## src/rtl/psram_pkg.sv

```systemverilog
package psram_pkg;

  typedef enum logic [2:0] {
    SQ_IDLE = 3'd0,
    SQ_ACC  = 3'd1,
    SQ_DONE = 3'd2,
    SQ_PRE  = 3'd3,
    SQ_RFSH = 3'd4
  } seq_state_e;

  typedef struct packed {
    logic       en;
    logic       ign_rdy;
    logic [1:0] waits;
  } lmem_cfg_t;

  // control word field positions
  localparam int CTL_EN_BIT   = 0;
  localparam int CTL_WAIT_LSB = 1;
  localparam int CTL_IGN_BIT  = 3;

  // wait count PSRAM mode demands
  localparam logic [1:0] PSRAM_WAITS = 2'b01;

endpackage

```

## src/rtl/psram_cfg_regs.sv

```systemverilog
module psram_cfg_regs
  import psram_pkg::*;
#(
  parameter int CNT_W      = 10,
  parameter int MIN_RELOAD = 18,
  parameter int RELOAD_RST = 64
) (
  input  logic             clk,
  input  logic             rst,
  input  logic             we,
  input  logic             sel,
  input  logic [CNT_W-1:0] wdata,
  output lmem_cfg_t        cfg,
  output logic [CNT_W-1:0] reload
);

  localparam logic [CNT_W-1:0] MIN_R = CNT_W'(MIN_RELOAD);
  localparam logic [CNT_W-1:0] RST_R = CNT_W'(RELOAD_RST);

  logic en_ok;
  logic reload_ok;

  assign en_ok = wdata[CTL_EN_BIT] & wdata[CTL_IGN_BIT]
               & (wdata[CTL_WAIT_LSB +: 2] == PSRAM_WAITS);
  assign reload_ok = (wdata >= MIN_R);

  always_ff @(posedge clk) begin
    if (rst) begin
      cfg    <= '0;
      reload <= RST_R;
    end else if (we) begin
      if (!sel) begin
        cfg.waits   <= wdata[CTL_WAIT_LSB +: 2];
        cfg.ign_rdy <= wdata[CTL_IGN_BIT];
        cfg.en      <= en_ok;
      end else if (reload_ok) begin
        reload <= wdata;
      end
    end
  end


  reload_floor_chk: assert property (@(posedge clk) disable iff (rst)
    reload >= MIN_R);


  en_fields_chk: assert property (@(posedge clk) disable iff (rst)
    cfg.en |-> (cfg.ign_rdy && cfg.waits == PSRAM_WAITS));


  low_reload_kept_chk: assert property (@(posedge clk) disable iff (rst)
    (we && sel && wdata < MIN_R) |=> $stable(reload));

endmodule

```

## src/rtl/psram_refresh_timer.sv

```systemverilog
module psram_refresh_timer #(
  parameter int CNT_W = 10
) (
  input  logic             clk,
  input  logic             rst,
  input  logic             en,
  input  logic [CNT_W-1:0] reload,
  input  logic             issue,
  output logic             pending
);

  logic [CNT_W-1:0] cnt;
  logic [CNT_W-1:0] start_val;

  assign start_val = reload - CNT_W'(1);
  assign pending   = en && (cnt == '0);

  always_ff @(posedge clk) begin
    if (rst) begin
      cnt <= '0;
    end else if (!en || issue) begin
      cnt <= start_val;
    end else if (cnt != '0) begin
      cnt <= cnt - CNT_W'(1);
    end
  end


  pend_hold_chk: assert property (@(posedge clk) disable iff (rst)
    (pending && !issue && en) |=> (pending || !en));


  reload_on_issue_chk: assert property (@(posedge clk) disable iff (rst)
    (issue && en) |=> !pending);

endmodule

```

## src/rtl/psram_bus_seq.sv

```systemverilog
module psram_bus_seq
  import psram_pkg::*;
#(
  parameter int                ADDR_W    = 16,
  parameter int                PRE_CYC   = 2,
  parameter logic [ADDR_W-1:0] LOW_TOP   = 16'h4000,
  parameter logic [ADDR_W-1:0] MID3_BASE = 16'h8000,
  parameter logic [ADDR_W-1:0] MID3_TOP  = 16'hA000
) (
  input  logic              clk,
  input  logic              rst,
  input  lmem_cfg_t         cfg,
  input  logic              pending,
  input  logic              bus_req,
  input  logic [ADDR_W-1:0] bus_addr,
  input  logic              ext_ready,
  output logic              issue,
  output logic              lcs_n,
  output logic              cs3_n,
  output logic              bus_ready,
  output logic              precharge
);

  localparam int  MAXV    = (PRE_CYC > 4) ? PRE_CYC : 4;
  localparam int  CW      = $clog2(MAXV + 1);
  localparam bit  HAS_PRE = (PRE_CYC > 0);
  localparam logic [CW-1:0] PRE_LOAD = CW'((PRE_CYC > 0) ? PRE_CYC - 1 : 0);

  seq_state_e    state, state_n;
  logic [CW-1:0] cnt, cnt_n;
  logic          hit_low, hit_low_n;
  logic          hit_mid, hit_mid_n;
  logic [CW-1:0] wait_ld;
  logic          in_cycle_n;

  assign wait_ld = CW'({1'b0, cfg.waits});

  always_comb begin
    state_n   = state;
    cnt_n     = cnt;
    hit_low_n = hit_low;
    hit_mid_n = hit_mid;
    issue     = 1'b0;
    unique case (state)
      SQ_IDLE: begin
        if (pending) begin
          state_n = SQ_RFSH;
          cnt_n   = wait_ld + CW'(1);
          issue   = 1'b1;
        end else if (bus_req) begin
          state_n   = SQ_ACC;
          cnt_n     = wait_ld;
          hit_low_n = (bus_addr < LOW_TOP);
          hit_mid_n = (bus_addr >= MID3_BASE) && (bus_addr < MID3_TOP);
        end
      end
      SQ_ACC: begin
        if (cnt != '0) begin
          cnt_n = cnt - CW'(1);
        end else if (cfg.ign_rdy || ext_ready) begin
          state_n = SQ_DONE;
        end
      end
      SQ_DONE: begin
        if (HAS_PRE && cfg.en && hit_low) begin
          state_n = SQ_PRE;
          cnt_n   = PRE_LOAD;
        end else begin
          state_n = SQ_IDLE;
        end
      end
      SQ_PRE: begin
        if (cnt != '0) cnt_n = cnt - CW'(1);
        else           state_n = SQ_IDLE;
      end
      SQ_RFSH: begin
        if (cnt != '0) begin
          cnt_n = cnt - CW'(1);
        end else if (HAS_PRE) begin
          state_n = SQ_PRE;
          cnt_n   = PRE_LOAD;
        end else begin
          state_n = SQ_IDLE;
        end
      end
      default: state_n = SQ_IDLE;
    endcase
  end

  assign in_cycle_n = (state_n == SQ_ACC) || (state_n == SQ_DONE);

  always_ff @(posedge clk) begin
    if (rst) begin
      state     <= SQ_IDLE;
      cnt       <= '0;
      hit_low   <= 1'b0;
      hit_mid   <= 1'b0;
      lcs_n     <= 1'b1;
      cs3_n     <= 1'b1;
      bus_ready <= 1'b0;
      precharge <= 1'b0;
    end else begin
      state     <= state_n;
      cnt       <= cnt_n;
      hit_low   <= hit_low_n;
      hit_mid   <= hit_mid_n;
      lcs_n     <= !(in_cycle_n && hit_low_n);
      cs3_n     <= cfg.en ? (state_n != SQ_RFSH) : !(in_cycle_n && hit_mid_n);
      bus_ready <= (state_n == SQ_DONE);
      precharge <= (state_n == SQ_PRE);
    end
  end


  lcs_rfsh_excl_chk: assert property (@(posedge clk) disable iff (rst)
    !(!lcs_n && !cs3_n));


  ready_pulse_chk: assert property (@(posedge clk) disable iff (rst)
    bus_ready |=> !bus_ready);


  pre_cs_high_chk: assert property (@(posedge clk) disable iff (rst)
    precharge |-> (lcs_n && cs3_n));


  pre_follows_chk: assert property (@(posedge clk) disable iff (rst)
    $rose(precharge) |-> ($past(bus_ready) || $past(!cs3_n)));


  issue_en_chk: assert property (@(posedge clk) disable iff (rst)
    issue |-> cfg.en);


  rfsh_stall_chk: assert property (@(posedge clk) disable iff (rst)
    (cfg.en && !cs3_n) |-> !bus_ready);

endmodule

```

## src/rtl/psram_refresh_ctl.sv

```systemverilog
module psram_refresh_ctl
  import psram_pkg::*;
#(
  parameter int                ADDR_W     = 16,
  parameter int                CNT_W      = 10,
  parameter int                MIN_RELOAD = 18,
  parameter int                RELOAD_RST = 64,
  parameter int                PRE_CYC    = 2,
  parameter logic [ADDR_W-1:0] LOW_TOP    = 16'h4000,
  parameter logic [ADDR_W-1:0] MID3_BASE  = 16'h8000,
  parameter logic [ADDR_W-1:0] MID3_TOP   = 16'hA000
) (
  input  logic              clk,
  input  logic              rst,
  input  logic              cfg_we,
  input  logic              cfg_sel,
  input  logic [CNT_W-1:0]  cfg_wdata,
  input  logic              bus_req,
  input  logic [ADDR_W-1:0] bus_addr,
  input  logic              ext_ready,
  output logic              lcs_n,
  output logic              rfsh_cs3_n,
  output logic              bus_ready,
  output logic              precharge
);

  lmem_cfg_t        cfg;
  logic [CNT_W-1:0] reload;
  logic             pending;
  logic             issue;

  psram_cfg_regs #(
    .CNT_W      (CNT_W),
    .MIN_RELOAD (MIN_RELOAD),
    .RELOAD_RST (RELOAD_RST)
  ) u_cfg (
    .clk    (clk),
    .rst    (rst),
    .we     (cfg_we),
    .sel    (cfg_sel),
    .wdata  (cfg_wdata),
    .cfg    (cfg),
    .reload (reload)
  );

  psram_refresh_timer #(
    .CNT_W (CNT_W)
  ) u_timer (
    .clk     (clk),
    .rst     (rst),
    .en      (cfg.en),
    .reload  (reload),
    .issue   (issue),
    .pending (pending)
  );

  psram_bus_seq #(
    .ADDR_W    (ADDR_W),
    .PRE_CYC   (PRE_CYC),
    .LOW_TOP   (LOW_TOP),
    .MID3_BASE (MID3_BASE),
    .MID3_TOP  (MID3_TOP)
  ) u_seq (
    .clk       (clk),
    .rst       (rst),
    .cfg       (cfg),
    .pending   (pending),
    .bus_req   (bus_req),
    .bus_addr  (bus_addr),
    .ext_ready (ext_ready),
    .issue     (issue),
    .lcs_n     (lcs_n),
    .cs3_n     (rfsh_cs3_n),
    .bus_ready (bus_ready),
    .precharge (precharge)
  );

endmodule

```

## config.mk

```make
export PLATFORM = sky130hd
export DESIGN_NAME = psram_refresh_ctl
export DESIGN_NICKNAME = d
export VERILOG_FILES = /design/src/rtl/psram_pkg.sv /design/src/rtl/psram_cfg_regs.sv /design/src/rtl/psram_refresh_timer.sv /design/src/rtl/psram_bus_seq.sv /design/src/rtl/psram_refresh_ctl.sv
export SDC_FILE = /design/constraint.sdc
export NUM_CORES = 1
export LEC_CHECK = 0
export CAP_MARGIN = 40
export CORE_MARGIN = 2
export CORE_UTILIZATION = 55
export DETAILED_ROUTE_END_ITERATION = 8
export PLACE_DENSITY = 0.83
export SYNTH_ARGS = -nofsm -noshare
export SYNTH_HDL_FRONTEND = slang
export SYNTH_HIERARCHICAL = 1
export SYNTH_SLANG_ARGS = --single-unit
export TNS_END_PERCENT = 50
```

## constraint.sdc

```tcl
create_clock -name clk -period 5.1 [get_ports clk]
set_clock_uncertainty 0.05 [all_clocks]
set_input_delay 0.765 -clock clk [delete_from_list [all_inputs] [get_ports clk]]
set_output_delay 0.765 -clock clk [all_outputs]
set_load 0.1 [all_outputs]
```

==> run_results.csv, run 1 <==
group,metric,value,unit
global_routing,track_usage,19.74,%
global_routing,grt_antenna_before_repair,0,
placement,io_buffers,22,
logic_synthesis,synth_edf_count,0,
logic_synthesis,synthesis.nets,250,
setup_path,cp_data_arrival_time,3.68,ns
logic_synthesis,ys_ff_latch,36,
timing,grt_setup_unrepaired,"false",
drt,wl_per_cell,12.64,um
floorplan,fp.dieW,63.95,um
pwr,pwr-share-seq,47.0,%
global_routing,grt_pass1_vias,1434,
finish,syn_to_final_growth,19.43,%
floorplan,num_rows,21,
placement,place.gp.congestion,0.8023,
hold_path,hold_start,"u_cfg/reload[0]$_SDFFE_PP0P_",
setup_path,ff2ff_setup_slack,1.60,ns
global_routing,grt_pass1_wl,6306,um
setup_path,critPathBufInv,3,
timing,tightest_slew,0.5006,ns
timing,setup_viol,0,
pwr,p_comb_share,19.1,%
drt,drt-total-wl,3615,um
pwr,switching_power,178.4,uW
clock_network,cts_made_buffers,5,
setup_path,r2r-end,"u_timer/cnt[6]$_SDFFE_PP0P_",
drt,drc_errors,0,
pwr,ir_drop,162.4,uV
setup_path,crit_family,"simple AND/OR/NAND/NOR gates",
clock_network,cts_root_buffer,"clkbuf_4",
drt,wl_met2,1628,um
finish,layout_common_cells,"36 x dfxtp_1, 33 x nor2_1, 22 x clkdlybuf4s50_1, 22 x mux2i_1",
setup_path,crit_chain,"nand4_1 -> nor4_1 -> buf_4 -> nor4b_1 -> nand2b_4 -> mux2_4 -> inv_1 -> ha_1 -> inv_1 -> a211oi_1 -> and2_1 -> a21o_1 -> a21oi_1",
hold_path,holdCritPathClass,"flip-flop to flip-flop",
finish,layout_commonest_cell,"dfxtp_1",
drt,dr.pass1.iters,4,
flow_run,max-cap-violations,0,
timing,fin_setup_tns,0,ns
global_routing,grt_max_degree,36,
timing,maxSlewHeadroom,66.52,%
logic_synthesis,synthCells,214,
timing,fmax,0.2854,GHz
setup_path,max_stage_delay,0.52,ns
floorplan,initial_core_util,58.32,%
timing,period_share,68.70,%
pwr,cellPowerDensity,283.4,nW/um2
pwr,clkPwrFrac,33.9,%
drt,vias,1548,
setup_path,critPathMaxFanout,17,
logic_synthesis,synth_largest_area_cell,"dfxtp_1",
clock_network,cts_tree,"yes",
setup_path,reg2reg_depth,13,
drt,top_layer,"met4",
hold_path,hold_depth,2,
timing,hold_violations,0,
drt,routedLengthMet1,1817,um
floorplan,die_y,63.95,um
setup_path,r2r_start,"u_cfg/cfg[3]$_SDFFE_PP0P_",
setup_path,required,5.28,ns
global_routing,grt_overflow_total,0,
floorplan,dieArea,4090,um2
drt,dr_wl_met3,104,um
clock_network,cts_buffer_depth,2,
clock_network,post_cts_buffers,0,
timing,drv_slew,0,
clock_network,cts_resized,0,
logic_synthesis,ys_seq_area_share,36.46,%
logic_synthesis,synth_top_area_share,36.46,%
logic_synthesis,synth.distinct_cells,51,
placement,dp_hpwl,2643,um
clock_network,clk_latency,0.34,ns
timing,period_minus_slack,3.504,ns
drt,via_per_inst,5.413,
floorplan,pin_count,36,
pwr,internal_power,490.8,uW
drt,final_antenna_net_count,0,
clock_network,clkTransAtPathRegs,0.11,ns
setup_path,crit_path_end_kind,"flip-flop",
clock_network,htreeDepth,2,
finish,n_antenna_cell,0,
logic_synthesis,synth_area,1977,um2
drt,drt_iter0_markers,81,
pwr,swShare,26.66,%
logic_synthesis,ys_warn_count,6,
setup_path,cp_common_cell,"inv_1",
finish,final_nets,275,
setup_path,crit_path_top_delay_cell,"dfxtp_1",
hold_path,holdPathEnd,"u_cfg/reload[0]$_SDFFE_PP0P_",
floorplan,core,3390,um2
logic_synthesis,synthTopCellsByArea,"dfxtp_1 36%, mux2i_1 11%, nor2_1 6.3%",
logic_synthesis,syn_avg_cell_area,9.238,um2
clock_network,clock_sinks,36,
finish,drive_gt1_share,13.33,%
setup_path,start_kind,"flip-flop",
logic_synthesis,synth_flop_cell,"dfxtp_1",
pwr,p_leak,0.0009887,uW
clock_network,hold_buffers,0,
finish,num-fill-cells,261,
status,status,"completed",
setup_path,crit_type,"flip-flop to flip-flop",
timing,timing.hold.ws,0.4491,ns
logic_synthesis,ys_async_sr_fraction,0,%
## power by group through the flow
stage | Combinational [uW] | Clock, uW | Sequential [uW]
after global routing | 141 | 247 | 317
after CTS | 127 | 231 | 315
after floorplan | 88.1 | 0 | 321
after global placement | 121 | 0 | 320
final | 128 | 227 | 315
after detailed placement | 127 | 0 | 321
## cells by family (layout without fill, tap and decap cells)
kind of cell	Yosys count	in the layout	share of synthesized area [%]
muxes	27	27	14.18
and+or+nand+nor	82	82	24.87
xor gates and xnor gates	6	6	2.658
adders and majority gates	4	4	2.532
AOI/OAI and AO/OA	37	37	13.80
buffers and inverters	22	48	5.506
DFF	36	36	36.46
## routing by layer
metal / global-route usage (%) / up-vias
met5: 0 / -
met4: 10.33 / 0
met3: 4.225 / 5
met2: 30.08 / 28
met1: 26.11 / 712
li1: - / 803
## cell type report
| type | count | area (um2) | area share (%) |
|---|---|---|---|
| tap | 46 | 57.56 | 2.438 |
| inverter | 12 | 45.04 | 1.908 |
| clock inverter | 1 | 30.03 | 1.272 |
| multi-input combinational | 156 | 1147 | 48.60 |
| timing repair buffer | 28 | 295.3 | 12.51 |
| clock buffer | 7 | 65.06 | 2.756 |
| sequential | 36 | 720.7 | 30.52 |
## state kept, by name, indices dropped and copies added, names as in the netlist
register	flops
u_cfg/reload	10
u_seq/precharge	1
u_seq/lcs_n	1
u_seq/hit_mid	1
u_seq/cnt	3
u_cfg/cfg	4
u_seq/bus_ready	1
u_seq/state	3
u_seq/cs3_n	1
u_timer/cnt	10
u_seq/hit_low	1
## worst max-delay path by stage
stage / endpoint / depth (start not counted) / start
after floorplan: u_timer/cnt[6]$_SDFFE_PP0P_ / 14 / u_cfg/cfg[3]$_SDFFE_PP0P_
after global placement: u_timer/cnt[8]$_SDFFE_PP0P_ / 13 / u_cfg/cfg[3]$_SDFFE_PP0P_
after detailed placement: u_timer/cnt[8]$_SDFFE_PP0P_ / 13 / u_cfg/cfg[3]$_SDFFE_PP0P_
after CTS: u_timer/cnt[8]$_SDFFE_PP0P_ / 13 / u_cfg/cfg[3]$_SDFFE_PP0P_
after global routing: u_timer/cnt[8]$_SDFFE_PP0P_ / 13 / u_cfg/cfg[3]$_SDFFE_PP0P_
final: u_timer/cnt[6]$_SDFFE_PP0P_ / 13 / u_cfg/cfg[3]$_SDFFE_PP0P_
## cell usage after synthesis (all sizes together) (4+ instances only)
cell	instances
dfxtp	36
buf	7
o21ai	5
mux2	5
nand2	8
nor2b	4
ha	4
mux2i	22
nor4	4
nand2b	13
a21oi	12
nor2	34
xor2	4
a31oi	4
inv	12
o32ai	4
## worst register-to-register path: cells and delay by family (launching register included)
family	cells	cell delay, ns
adder cells (fa/ha/maj)	1	0.16
AO/OA/AOI/OAI	3	0.56
buffers and inverters	3	0.33
multiplexers	1	0.38
flip-flops	1	0.52
AND/OR/NAND/NOR	5	1.40
## stage by stage
step           worst slack, ns  cells  instance area (um2)  utilization (%)  total power (uW)
6_report                 1.596    286                 2361            69.66             669.1
5_1_grt                  1.354    286                 2361            69.66             706.0
4_1_cts                  1.613    286                 2361            69.66             672.4
3_5_place_dp             1.631    278                 2266            66.85             447.7
3_3_place_gp             1.613    274                 2206            65.08             441.2
2_1_floorplan            1.952    214                 1977                -             408.6
(Power assumes the default switching activity.)
==> inputs of run 2 (changes only) <==
- CORE_UTILIZATION: 55 -> 47
- PLACE_DENSITY: 0.83 -> 0.76
- clock period: 5.1 -> 2.8 ns (I/O delays scaled with it)
==> run 2 against run 1 <==
  * Clock-buffer cell count is 1 lower
  * Register-to-register slack worse by 1.5 ns
  * Wire length is 9.0% higher
  * First-iteration DRC count is 40% lower
  * Final area is 4.2% higher
  * Via count is 2.8% higher
  * Worst setup slack worse by 1.5 ns
  * Global-route usage is 1.7 points lower
  * Die area is 16% higher
  * Critical path type unchanged
  * Critical endpoint is now u_timer/cnt[4]$_SDFFE_PP0P_
==> run_results.csv, run 2 (synthesis gave the netlist of run 1 again) <==
group,metric,value,unit
global_routing,grt_pass1_wl,6306,um
timing,maxSlewHeadroom,68.19,%
timing,fin_setup_tns,0,ns
pwr,ir_drop,338.2,uV
setup_path,cp.depth,13,
clock_network,htreeDepth,2,
setup_path,cp_data_arrival_time,2.83,ns
finish,layout_commonest_cell,"dfxtp_1",
hold_path,hold_depth,2,
setup_path,r2r-end,"u_timer/cnt[4]$_SDFFE_PP0P_",
timing,setup_viol,0,
drt,drt-total-wl,3941,um
drt,vias,1592,
setup_path,crit_chain,"or2_4 -> nor4_4 -> nor4b_4 -> nand2b_4 -> mux2_4 -> inv_4 -> ha_4 -> inv_1 -> a211oi_2 -> buf_4 -> a21oi_2 -> nor2_1 -> nor2_1",
setup_path,crit_type,"flip-flop to flip-flop",
setup_path,crit_path_top_delay_cell,"dfxtp_2",
finish,top_regs,"u_cfg/reload x10, u_timer/cnt x10, u_cfg/cfg x4",
hold_path,holdPathEnd,"u_cfg/reload[6]$_SDFFE_PP1P_",
flow_run,max-cap-violations,0,
setup_path,crit_family,"simple AND/OR/NAND/NOR gates",
global_routing,use_met1,23.80,%
floorplan,pin_count,36,
finish,num-fill-cells,345,
setup_path,cp_common_cell,"nor2_1",
drt,wl_per_cell,13.36,um
global_routing,grt_max_degree,24,
global_routing,track_usage,18.02,%
floorplan,initial_core_util,49.07,%
floorplan,dieArea,4741,um2
global_routing,grt_antenna_before_repair,0,
clock_network,cts_tree,"yes",
setup_path,r2r_start,"u_timer/cnt[8]$_SDFFE_PP0P_",
setup_path,start_kind,"flip-flop",
finish,final_nets,280,
finish,n_antenna_cell,0,
pwr,p_leak,0.001018,uW
floorplan,core,4029,um2
timing,tightest_slew,0.4765,ns
drt,dr.pass1.iters,4,
finish,drive_gt1_share,21.63,%
global_routing,grt.busiest_layer,"met2",
placement,place_inst,284,
drt,drc_errors,0,
placement,io_buffers,22,
setup_path,required,2.92,ns
global_routing,grt_overflow_total,0,
setup_path,reg2reg_depth,13,
clock_network,cts_root_buffer,"clkbuf_8",
placement,place.gp.congestion,0.8188,
setup_path,crit_path_end_kind,"flip-flop",
timing,period_share,96.93,%
finish,syn_to_final_growth,24.43,%
timing,drv_slew,0,
timing,period_minus_slack,2.714,ns
setup_path,critPathMaxFanout,3,
floorplan,num_rows,23,
setup_path,critPathBufInv,3,
global_routing,grt_pass1_vias,1436,
global_routing,use_met3,3.409,%
setup_path,ff2ff_setup_slack,0.09,ns
timing,fmax,0.3685,GHz
hold_path,holdCritPathClass,"flip-flop to flip-flop",
floorplan,die_y,68.86,um
timing,hold_violations,0,
clock_network,cts_made_buffers,5,
finish,stdcell_count,295,
global_routing,use_met2,28.49,%
drt,drt_iter0_markers,49,
clock_network,cts_buffer_depth,2,
floorplan,fp.dieW,68.86,um
hold_path,hold_start,"u_cfg/reload[6]$_SDFFE_PP1P_",
clock_network,clock_sinks,36,
clock_network,hold_buffers,0,
placement,dp_hpwl,2898,um
clock_network,clk_latency,0.29,ns
finish,fin_util,61.06,%
clock_network,clkTransAtPathRegs,0.07,ns
setup_path,max_stage_delay,0.32,ns
status,status,"completed",
finish,layout_common_cells,"33 x dfxtp_1, 31 x nor2_1, 21 x mux2i_1, 18 x clkdlybuf4s50_1, 14 x buf_4",
pwr,cellPowerDensity,520.0,nW/um2
drt,final_antenna_net_count,0,
drt,via_per_inst,5.397,
[run 2: metal layers]
layer  vias up  wire, um  share of wire (%)
met3         2       108                2.7
met1       748      1885                 48
met2        23      1920                 49
li1        819         -                  -
met5         -         0                  0
met4         0        27               0.69
[run 2: through the flow]
stage	setup WS (ns)	power [uW]	hold WS, ns	area, um2
after floorplan	0.008138	746.8	0.3975	1998
after global placement	0.05453	812.5	0.4150	2265
after detailed placement	0.05319	820.2	0.4232	2265
after CTS	0.03182	1273	0.4358	2372
after global routing	-0.01430	1337	0.4677	2460
final	0.08597	1279	0.4315	2460
[run 2: power by group]
group          internal (uW)  total [uW]  switching [uW]
Sequential               546         579            32.5
Combinational            122         250             128
Clock                    264         451             186
[run 2: layout make-up]
class                      count  area, um2  share of cell area, %
clock buffer                   6      72.57                  2.950
clock inverter                 2      35.03                  1.424
inverter                      12      47.55                  1.933
multi-input combinational    156       1221                  49.64
sequential                    36      724.4                  29.45
tap                           50      62.56                  2.543
timing repair buffer          33      296.5                  12.05
[run 2: worst max-delay path by stage]
stage | from | to | slack [ns]
6_report | u_timer/cnt[8]$_SDFFE_PP0P_ | u_timer/cnt[4]$_SDFFE_PP0P_ | 0.09
5_1_grt | u_timer/cnt[8]$_SDFFE_PP0P_ | u_timer/cnt[4]$_SDFFE_PP0P_ | -0.01
4_1_cts | u_timer/cnt[5]$_SDFFE_PP0P_ | u_timer/cnt[6]$_SDFFE_PP0P_ | 0.03
3_5_place_dp | u_timer/cnt[5]$_SDFFE_PP0P_ | u_timer/cnt[6]$_SDFFE_PP0P_ | 0.05
3_3_place_gp | u_timer/cnt[5]$_SDFFE_PP0P_ | u_timer/cnt[6]$_SDFFE_PP0P_ | 0.05
2_1_floorplan | u_timer/cnt[1]$_SDFFE_PP0P_ | u_timer/cnt[6]$_SDFFE_PP0P_ | 0.008
[run 2: tightest hold or removal path, delay by kind of cell (launching register included)]
kind	cells	cell delay [ns]
buffers and inverters	1	0.06
AOI/OAI and AO/OA	1	0.06
DFF	1	0.33
[run 2: repair_timing]
item	in CTS	in global routing
endpoints found under the setup margin	0	4
resized for setup	0	16
buffers inserted	0	3
